[config.mk]
export PLATFORM = sky130hd
export DESIGN_NAME = sop_serial_port
export DESIGN_NICKNAME = d
export VERILOG_FILES = /design/src/rtl/sop_pkg.sv /design/src/rtl/sop_decode.sv /design/src/rtl/sop_ptr.sv /design/src/rtl/sop_chain.sv /design/src/rtl/sop_serial_port.sv
export SDC_FILE = /design/constraint.sdc
export NUM_CORES = 1
export LEC_CHECK = 0
export BUFFER_PORTS_ARGS = -buffer_cell sky130_fd_sc_hd__buf_2
export CORE_UTILIZATION = 45
export DETAILED_ROUTE_END_ITERATION = 8
export GPL_TIMING_DRIVEN = 0
export MAX_ROUTING_LAYER = met4
export PLACE_DENSITY_LB_ADDON = 0.1
export SETUP_SLACK_MARGIN = 0.05
export SYNTH_ARGS = -nofsm -noshare
export SYNTH_HDL_FRONTEND = slang
export SYNTH_SLANG_ARGS = --single-unit
[constraint.sdc]
create_clock -name sclk -period 3 [get_ports sclk]
set_input_delay 0.3 -clock sclk [delete_from_list [all_inputs] [get_ports sclk]]
set_output_delay 0.3 -clock sclk [all_outputs]
set_load 0.01 [all_outputs]
[src/rtl/sop_pkg.sv]
// Package: shared types for the serial offset programming port.
// Assumes: one action per serial clock edge, decoded from the pin levels.
package sop_pkg;

    // Action taken on a serial clock edge
    typedef enum logic [1:0] {
        SOP_OFF  = 2'd0,   // pins belong to the test port
        SOP_IDLE = 2'd1,   // port owned, no enable asserted
        SOP_LOAD = 2'd2,   // shift one bit into the chain
        SOP_READ = 2'd3    // shift one bit out of the chain
    } sop_act_e;

endpackage

[src/rtl/sop_decode.sv]
// Module: sop_decode
// Decodes port select and the two active-low enables into one action and
// the two position-restart requests. Load has priority over readback.
// Assumes: inputs are already synchronous to the serial clock.
module sop_decode
    import sop_pkg::*;
(
    input  logic     port_sel,
    input  logic     wr_en_n,
    input  logic     rd_en_n,
    output sop_act_e act,
    output logic     wr_restart,
    output logic     rd_restart
);

    // Pick the edge action from pin levels
    always_comb begin
        if (port_sel)
            act = SOP_OFF;
        else if (!wr_en_n)
            act = SOP_LOAD;
        else if (!rd_en_n)
            act = SOP_READ;
        else
            act = SOP_IDLE;
    end

    // A released enable sends its position back to the first bit
    always_comb begin
        wr_restart = !port_sel && wr_en_n;
        rd_restart = !port_sel && rd_en_n;
    end

endmodule

[src/rtl/sop_ptr.sv]
// Module: sop_ptr
// Bit position counter over a chain of DEPTH bits. Clear wins over advance;
// advance wraps from the last bit to bit 0.
// Assumes: DEPTH >= 2.
module sop_ptr #(
    parameter int DEPTH = 16,
    localparam int PTR_W = $clog2(DEPTH)
) (
    input  logic             clk,
    input  logic             rst_n,
    input  logic             clr,
    input  logic             adv,
    output logic [PTR_W-1:0] ptr
);

    localparam logic [PTR_W-1:0] LAST = PTR_W'(DEPTH - 1);

    // Hold, clear, or step the position with wrap
    always_ff @(posedge clk) begin
        if (!rst_n)
            ptr <= '0;
        else if (clr)
            ptr <= '0;
        else if (adv)
            ptr <= (ptr == LAST) ? '0 : ptr + 1'b1;
    end

endmodule

[src/rtl/sop_chain.sv]
// Module: sop_chain
// Storage for both offsets as one bit chain: low half almost-empty, high
// half almost-full. One bit written per enabled edge at the write
// position; the bit at the read position is offered combinationally.
// Assumes: positions never exceed 2*OFFSET_W-1.
module sop_chain #(
    parameter int OFFSET_W = 8,
    parameter logic [OFFSET_W-1:0] EMPTY_DEFAULT = 7,
    parameter logic [OFFSET_W-1:0] FULL_DEFAULT  = 7,
    localparam int CHAIN_LEN = 2 * OFFSET_W,
    localparam int PTR_W = $clog2(CHAIN_LEN)
) (
    input  logic                clk,
    input  logic                rst_n,
    input  logic                we,
    input  logic [PTR_W-1:0]    wptr,
    input  logic                din,
    input  logic [PTR_W-1:0]    rptr,
    output logic                bit_out,
    output logic [OFFSET_W-1:0] empty_ofs,
    output logic [OFFSET_W-1:0] full_ofs
);

    localparam logic [CHAIN_LEN-1:0] RESET_CHAIN = {FULL_DEFAULT, EMPTY_DEFAULT};

    logic [CHAIN_LEN-1:0] bits;

    // One flop per chain bit, loaded only when the write position selects it
    for (genvar g = 0; g < CHAIN_LEN; g++) begin : g_bit
        always_ff @(posedge clk) begin
            if (!rst_n)
                bits[g] <= RESET_CHAIN[g];
            else if (we && (wptr == PTR_W'(g)))
                bits[g] <= din;
        end
    end

    // Offer the addressed bit and split the chain into the two offsets
    always_comb begin
        bit_out   = bits[rptr];
        empty_ofs = bits[OFFSET_W-1:0];
        full_ofs  = bits[CHAIN_LEN-1:OFFSET_W];
    end

endmodule

[src/rtl/sop_serial_port.sv]
// Module: sop_serial_port (top)
// Serial load and readback of the almost-empty / almost-full offsets.
// Assumes: sclk is the only clock; all pins are synchronous to it; the
// test port sharing these pins is handled elsewhere.
module sop_serial_port
    import sop_pkg::*;
#(
    parameter int OFFSET_W = 8,
    parameter logic [OFFSET_W-1:0] EMPTY_DEFAULT = 7,
    parameter logic [OFFSET_W-1:0] FULL_DEFAULT  = 7
) (
    input  logic                sclk,
    input  logic                rst_n,
    input  logic                port_sel,
    input  logic                wr_en_n,
    input  logic                rd_en_n,
    input  logic                ser_in,
    output logic                ser_out,
    output logic [OFFSET_W-1:0] empty_ofs,
    output logic [OFFSET_W-1:0] full_ofs
);

    localparam int CHAIN_LEN = 2 * OFFSET_W;
    localparam int PTR_W = $clog2(CHAIN_LEN);

    sop_act_e         act;
    logic             wr_restart;
    logic             rd_restart;
    logic [PTR_W-1:0] wr_ptr;
    logic [PTR_W-1:0] rd_ptr;
    logic             chain_bit;

    sop_decode u_decode (
        .port_sel   (port_sel),
        .wr_en_n    (wr_en_n),
        .rd_en_n    (rd_en_n),
        .act        (act),
        .wr_restart (wr_restart),
        .rd_restart (rd_restart)
    );

    sop_ptr #(.DEPTH(CHAIN_LEN)) u_wr_ptr (
        .clk   (sclk),
        .rst_n (rst_n),
        .clr   (wr_restart),
        .adv   (act == SOP_LOAD),
        .ptr   (wr_ptr)
    );

    sop_ptr #(.DEPTH(CHAIN_LEN)) u_rd_ptr (
        .clk   (sclk),
        .rst_n (rst_n),
        .clr   (rd_restart),
        .adv   (act == SOP_READ),
        .ptr   (rd_ptr)
    );

    sop_chain #(
        .OFFSET_W      (OFFSET_W),
        .EMPTY_DEFAULT (EMPTY_DEFAULT),
        .FULL_DEFAULT  (FULL_DEFAULT)
    ) u_chain (
        .clk       (sclk),
        .rst_n     (rst_n),
        .we        (act == SOP_LOAD),
        .wptr      (wr_ptr),
        .din       (ser_in),
        .rptr      (rd_ptr),
        .bit_out   (chain_bit),
        .empty_ofs (empty_ofs),
        .full_ofs  (full_ofs)
    );

    // Register the read bit; hold it on every other action
    always_ff @(posedge sclk) begin
        if (!rst_n)
            ser_out <= 1'b0;
        else if (act == SOP_READ)
            ser_out <= chain_bit;
    end

endmodule

==> results of run 1 <==
placed cells by master (no fill, tap or decap), drive strengths merged, types with 4 or more instances in the layout:
cell    instances
clkbuf          9
dfxtp          25
nand4           5
mux2i          19
nor2            7
nand2          13
o21ai           4
a21oi           6
ha              6
nor2b          13
buf            24
nand3          12
final cells by class:
class	count	area, um^2
fill	256	1270
multi-input combinational	103	762
sequential	25	500
timing repair buffer	21	105
buffer	9	43.8
tap	31	38.8
clock buffer	3	22.5
inverter	3	11.3
clock inverter	1	5.00
Yosys cell counts, types with 2 or more instances:
cell / count / share of area (%)
dfxtp_1: 25 / 38
nand2_1: 13 / 3.7
nand4_1: 5 / 2.4
mux2i_1: 19 / 14
clkbuf_1: 6 / 1.7
xor2_1: 2 / 1.3
buf_2: 2 / 0.76
o21ai_0: 4 / 1.5
nor2b_1: 13 / 6.2
nor2_1: 6 / 1.7
ha_1: 6 / 5.7
nand3_1: 12 / 4.6
inv_1: 3 / 0.85
mux4_2: 3 / 5.1
a21oi_1: 6 / 2.3
a31oi_1: 2 / 0.95
per-layer routing:
| metal | global-route usage [%] | part of all wire (%) |
|---|---|---|
| met1 | 25.8 | 49 |
| met2 | 32.8 | 45 |
| met3 | 2.79 | 4.3 |
| met4 | 6.62 | 2.1 |
| met5 | - | 0 |
per-stage QoR:
| stage | utilization [%] | hold WS, ns | instance area [um^2] | total power, W | setup WS [ns] |
|---|---|---|---|---|---|
| finish | 54.0 | 0.272 | 1490 | 0.000545 | 1.32 |
| global route | 54.0 | 0.281 | 1490 | 0.000572 | 1.21 |
| CTS | 54.0 | 0.279 | 1490 | 0.000552 | 1.31 |
| detailed placement | 53.0 | 0.498 | 1460 | 0.000395 | 1.33 |
| global placement | 53.0 | 0.477 | 1460 | 0.000394 | 1.35 |
| floorplan | - | 0.466 | 1320 | 0.000379 | 1.52 |
worst paths after layout:
path | from | to | slack, ns | depth (start not counted)
worst min-delay path | port_sel | u_wr_ptr.ptr[1]$_SDFFE_PP0P_ | 0.27 | 3
worst max register to register | u_rd_ptr.ptr[0]$_SDFFE_PP0N_ | ser_out$_SDFFE_PN0N_ | 1.32 | 5
worst max-delay path | u_rd_ptr.ptr[0]$_SDFFE_PP0N_ | ser_out$_SDFFE_PN0N_ | 1.32 | 5
worst min register to register | u_chain.empty_ofs[0]$_SDFFE_PN1P_ | u_chain.empty_ofs[0]$_SDFFE_PN1P_ | 0.53 | 2
worst max-delay path, cell delays in order (launching register included):
cell and delay [ns]:
dfxtp_1 0.35, buf_2 0.25, mux4_2 0.57, mux2i_1 0.15, a2bb2oi_1 0.19, a21boi_1 0.08
sequential cells by signal (all words and copies together), names as in the netlist:
signal and flops:
u_chain.empty_ofs 8, u_chain.full_ofs 8, u_rd_ptr.ptr 4, u_wr_ptr.ptr 4
ser_out 1
logic make-up (layout without fill, tap and decap cells):
group                      Yosys count  in the layout  synth area share (%)
AOI/OAI and AO/OA                   16             16                  7.69
xor gates and xnor gates             3              3                  1.99
adders and majority gates            6              6                  5.70
buffers and inverters               12             37                  4.18
DFF                                 25             25                  38.0
muxes                               22             22                  19.6
and+or+nand+nor                     56             56                  22.9
power by group through the flow:
stage,Combinational [W],Clock (W),Sequential (W)
finish,0.0000492,0.000157,0.000339
global route,0.0000541,0.000178,0.000340
CTS,0.0000493,0.000163,0.000339
detailed placement,0.0000492,0,0.000346
global placement,0.0000483,0,0.000346
floorplan,0.0000329,0,0.000346
==> flow_summary.json, run 1 <==
{
  "maxCapViolCount": 0,
  "ant_nets": 0,
  "grt_pass1_wl_um": 4900,
  "finalClockSkew_ns": 0.00371,
  "finalCritPeriodShare_pct": 56.1,
  "power_density_nw_per_um2": 366,
  "synthCells": 140,
  "rsz0062_at_grt": "no",
  "fin_tns_setup_ns": 0,
  "clock_sinks": 25,
  "seq_area_frac_synth_pct": 38.0,
  "status": "complete, no violations",
  "setup_viol": 0,
  "cp.arrival_ns": 1.92,
  "cts_max_path_buffers": 2,
  "drive_gt1_share_pct": 21.2,
  "wl_per_cell_um": 14.6,
  "startpoint_type": "flop",
  "synth-edff-count": 0,
  "placed_cells_incl_taps": 192,
  "io_pins": 23,
  "drc": 0,
  "post-dp-hpwl_um": 2150,
  "area_growth_pct": 13.0,
  "internal_power_w": 0.000406,
  "cts-root-buf": "clkbuf_4",
  "grt_pass1_vias": 1013,
  "synthesis.area_um2": 1320,
  "vdd_drop_max_mv": 0.280,
  "synth_ff_type": "dfxtp_1",
  "pwr-share-comb_pct": 9.0,
  "via_count": 1080,
  "pwr-share-seq_pct": 62.1,
  "slew_headroom_pct": 67.1,
  "grt-ovfl-total": 0,
  "die_w_um": 56.1,
  "cp.required_ns": 3.23,
  "synth_seq_cells": 25,
  "p_leak_nw": 0.651,
  "totalWireLength_um": 2860,
  "die_area_um2": 3150,
  "stdcell_count": 196,
  "post_cts_buffers": 0,
  "antenna_cells": 0,
  "grt_antenna_before_repair": 0,
  "gp_congestion": 0.791,
  "p_clk_share_pct": 28.9,
  "cts_made_buffers": 3,
  "clk_latency_ns": 0.33,
  "nNetsFinal": 178,
  "initial_utilization_pct": 47.8,
  "cts-resized-gates": 0,
  "grt_max_degree": 15,
  "slew_viol_final": 0,
  "hp-class": "in -> reg",
  "p_sw_w": 0.000140,
  "port_buffers": 21,
  "hold_buffers": 0,
  "cp_max_fo": 9,
  "cp-end-kind": "flop",
  "rows": 19,
  "cts_tree": "yes",
  "synth.distinct_cells": 29,
  "routed_via_density": 5.51,
  "syn_nets": 152,
  "syn_area_per_cell_um2": 9.41,
  "netSwitchingFraction_pct": 25.6,
  "crit_type": "reg -> reg",
  "drt-pass1-iter-count": 4,
  "fin_crit_ns": 1.68,
  "tightest_slew_ns": 0.493,
  "grt_usage_pct": 20.1,
  "synthArstFlopShare_pct": 0,
  "ys.warnings.count": 0,
  "drt_iter0_drc": 27,
  "ctsHtreeMaxLevel": 1,
  "die_h_um": 56.1,
  "core-area_um2": 2760,
  "clk_pin_slew_ns": 0.14,
  "max_freq_mhz": 594,
  "hold_viol": 0
}
Power figures use the tool's default switching activity.
==> run 2, diff against run 1 <==
==> constraint.sdc (replaced) <==
create_clock -name sclk -period 1.7 [get_ports sclk]
set_input_delay 0.17 -clock sclk [delete_from_list [all_inputs] [get_ports sclk]]
set_output_delay 0.17 -clock sclk [all_outputs]
set_load 0.01 [all_outputs]
==> run 2 against run 1 <==
  * Count of clock-buffer cells in the layout stayed put
  * Highest routed layer unchanged
  * Sequential power is 76% higher
  * Design area is 0.59% higher
  * Largest power group unchanged
  * Core utilization is 0.32 points higher
  * Setup slack worse by 1.2 ns
  * First-iteration DRC count is 3.7% lower
==> flow_summary.json, run 2 (synthesis results as in run 1) <==
{
  "status": "complete, no violations",
  "max_freq_mhz": 641,
  "area_growth_pct": 13.7,
  "die_w_um": 56.1,
  "fillers": 257,
  "post-route-cell-area_um2": 1500,
  "slew_headroom_pct": 69.6,
  "crit_type": "reg -> reg",
  "via_count": 1093,
  "initial_utilization_pct": 47.8,
  "cts-root-buf": "clkbuf_4",
  "cp.arrival_ns": 1.79,
  "io_pins": 23,
  "cts_tree": "yes",
  "p_clk_share_pct": 28.9,
  "tightest_slew_ns": 0.452,
  "cp_cell_sequence": "buf_6 > mux4_2 > mux2i_1 > a2bb2oi_1 > a21boi_1",
  "pwr-share-seq_pct": 62.0,
  "grt_pass1_vias": 1018,
  "rows": 19,
  "grt-ovfl-total": 0,
  "fin_crit_ns": 1.56,
  "grt_max_degree": 15,
  "grt_usage_pct": 20.2,
  "setup_viol": 0,
  "cpPeakStageDelay_ns": 0.54,
  "ant_nets": 0,
  "grt_pass1_wl_um": 4930,
  "final_cell_mix": "dfxtp_1, buf_2, mux2i_1",
  "cp_max_fo": 9,
  "post-dp-hpwl_um": 2150,
  "clk_pin_slew_ns": 0.14,
  "finalCritPeriodShare_pct": 91.8,
  "cp-end-kind": "flop",
  "ctsHtreeMaxLevel": 1,
  "clock_sinks": 25,
  "cp.required_ns": 1.93,
  "hold_viol": 0,
  "p_sw_w": 0.000247,
  "gp_congestion": 0.791,
  "cts_max_path_buffers": 2,
  "drive_gt1_share_pct": 22.4,
  "final_common_cell": "dfxtp_1",
  "clk_latency_ns": 0.33,
  "totalWireLength_um": 2880,
  "whs_ns": 0.143,
  "dpl_cell_area_um2": 1460,
  "hold_buffers": 0,
  "wl_per_cell_um": 14.7,
  "p_leak_nw": 0.656,
  "cp_num_buf_inv": 1,
  "maxCapViolCount": 0,
  "stdcell_count": 196,
  "hp-class": "in -> reg",
  "slew_viol_final": 0,
  "fin_tns_setup_ns": 0,
  "antenna_cells": 0,
  "startpoint_type": "flop",
  "grt_antenna_before_repair": 0,
  "drt-pass1-iter-count": 6,
  "drt_iter0_drc": 26,
  "vdd_drop_max_mv": 0.497,
  "cts_made_buffers": 3,
  "crit_slowest_cell": "mux4_2",
  "pwr-share-comb_pct": 9.1,
  "placed_cells_incl_taps": 192,
  "nNetsFinal": 178,
  "power_density_nw_per_um2": 644,
  "critical-path-top-delay-family": "multiplexers",
  "die_h_um": 56.1,
  "routed_via_density": 5.58,
  "internal_power_w": 0.000717,
  "rsz0062_at_grt": "no",
  "finalClockSkew_ns": 0.00365,
  "netSwitchingFraction_pct": 25.6,
  "die_area_um2": 3150,
  "core-area_um2": 2760,
  "port_buffers": 21,
  "drc": 0
}
-- run 2: power groups by stage --
stage | registers [W] | logic [W] | clock network (W)
after floorplan | 0.000611 | 0.0000581 | 0
after global placement | 0.000610 | 0.0000853 | 0
after detailed placement | 0.000611 | 0.0000869 | 0
after CTS | 0.000598 | 0.0000874 | 0.000288
after global routing | 0.000600 | 0.0000965 | 0.000314
final | 0.000598 | 0.0000879 | 0.000279
-- run 2: area by class of cell --
| cell class | instances | area, um^2 | area share [%] |
|---|---|---|---|
| buffer | 9 | 51.3 | 3.43 |
| clock buffer | 3 | 22.5 | 1.50 |
| clock inverter | 1 | 5.00 | 0.334 |
| inverter | 3 | 11.3 | 0.752 |
| multi-input combinational | 103 | 762 | 50.9 |
| sequential | 25 | 502 | 33.5 |
| tap | 31 | 38.8 | 2.59 |
| timing repair buffer | 21 | 105 | 7.02 |
-- run 2: repair_timing --
action,CTS,global route
setup buffers,0,0
hold endpoints to repair,0,0
resized for setup,2,2
endpoints found under the setup margin,1,1
gates cloned,0,0
-- run 2: layer usage --
layer / vias to the layer above / track usage [%] / routed length [um]
met1: 508 / 25.8 / 1360
met5: - / - / 0
met2: 32 / 33.2 / 1320
met4: 0 / 6.62 / 61
met3: 9 / 2.79 / 138
li1: 544 / - / -
-- run 2: path summary, 6_finish.rpt --
| path | startpoint | end | slack (ns) | depth (start not counted) |
|---|---|---|---|---|
| max | u_rd_ptr.ptr[0]$_SDFFE_PP0N_ | ser_out$_SDFFE_PN0N_ | 0.14 | 5 |
| min | port_sel | u_wr_ptr.ptr[1]$_SDFFE_PP0P_ | 0.14 | 3 |
| max reg2reg | u_rd_ptr.ptr[0]$_SDFFE_PP0N_ | ser_out$_SDFFE_PN0N_ | 0.14 | 5 |
| min reg2reg | u_chain.empty_ofs[2]$_SDFFE_PN1P_ | u_chain.empty_ofs[2]$_SDFFE_PN1P_ | 0.53 | 2 |
-- run 2: through the flow --
stage | power, W | util, % | setup WS (ns)
floorplan | 0.000669 | - | 0.218
global placement | 0.000695 | 53.0 | 0.0515
detailed placement | 0.000697 | 53.0 | 0.0281
CTS | 0.000974 | 54.1 | 0.0861
global route | 0.00101 | 54.3 | 0.0659
finish | 0.000965 | 54.3 | 0.139
-- run 2: worst min-delay path, stage by stage --
cell and delay (ns):
buf_6 0.11, a21oi_1 0.07, nor2b_1 0.09
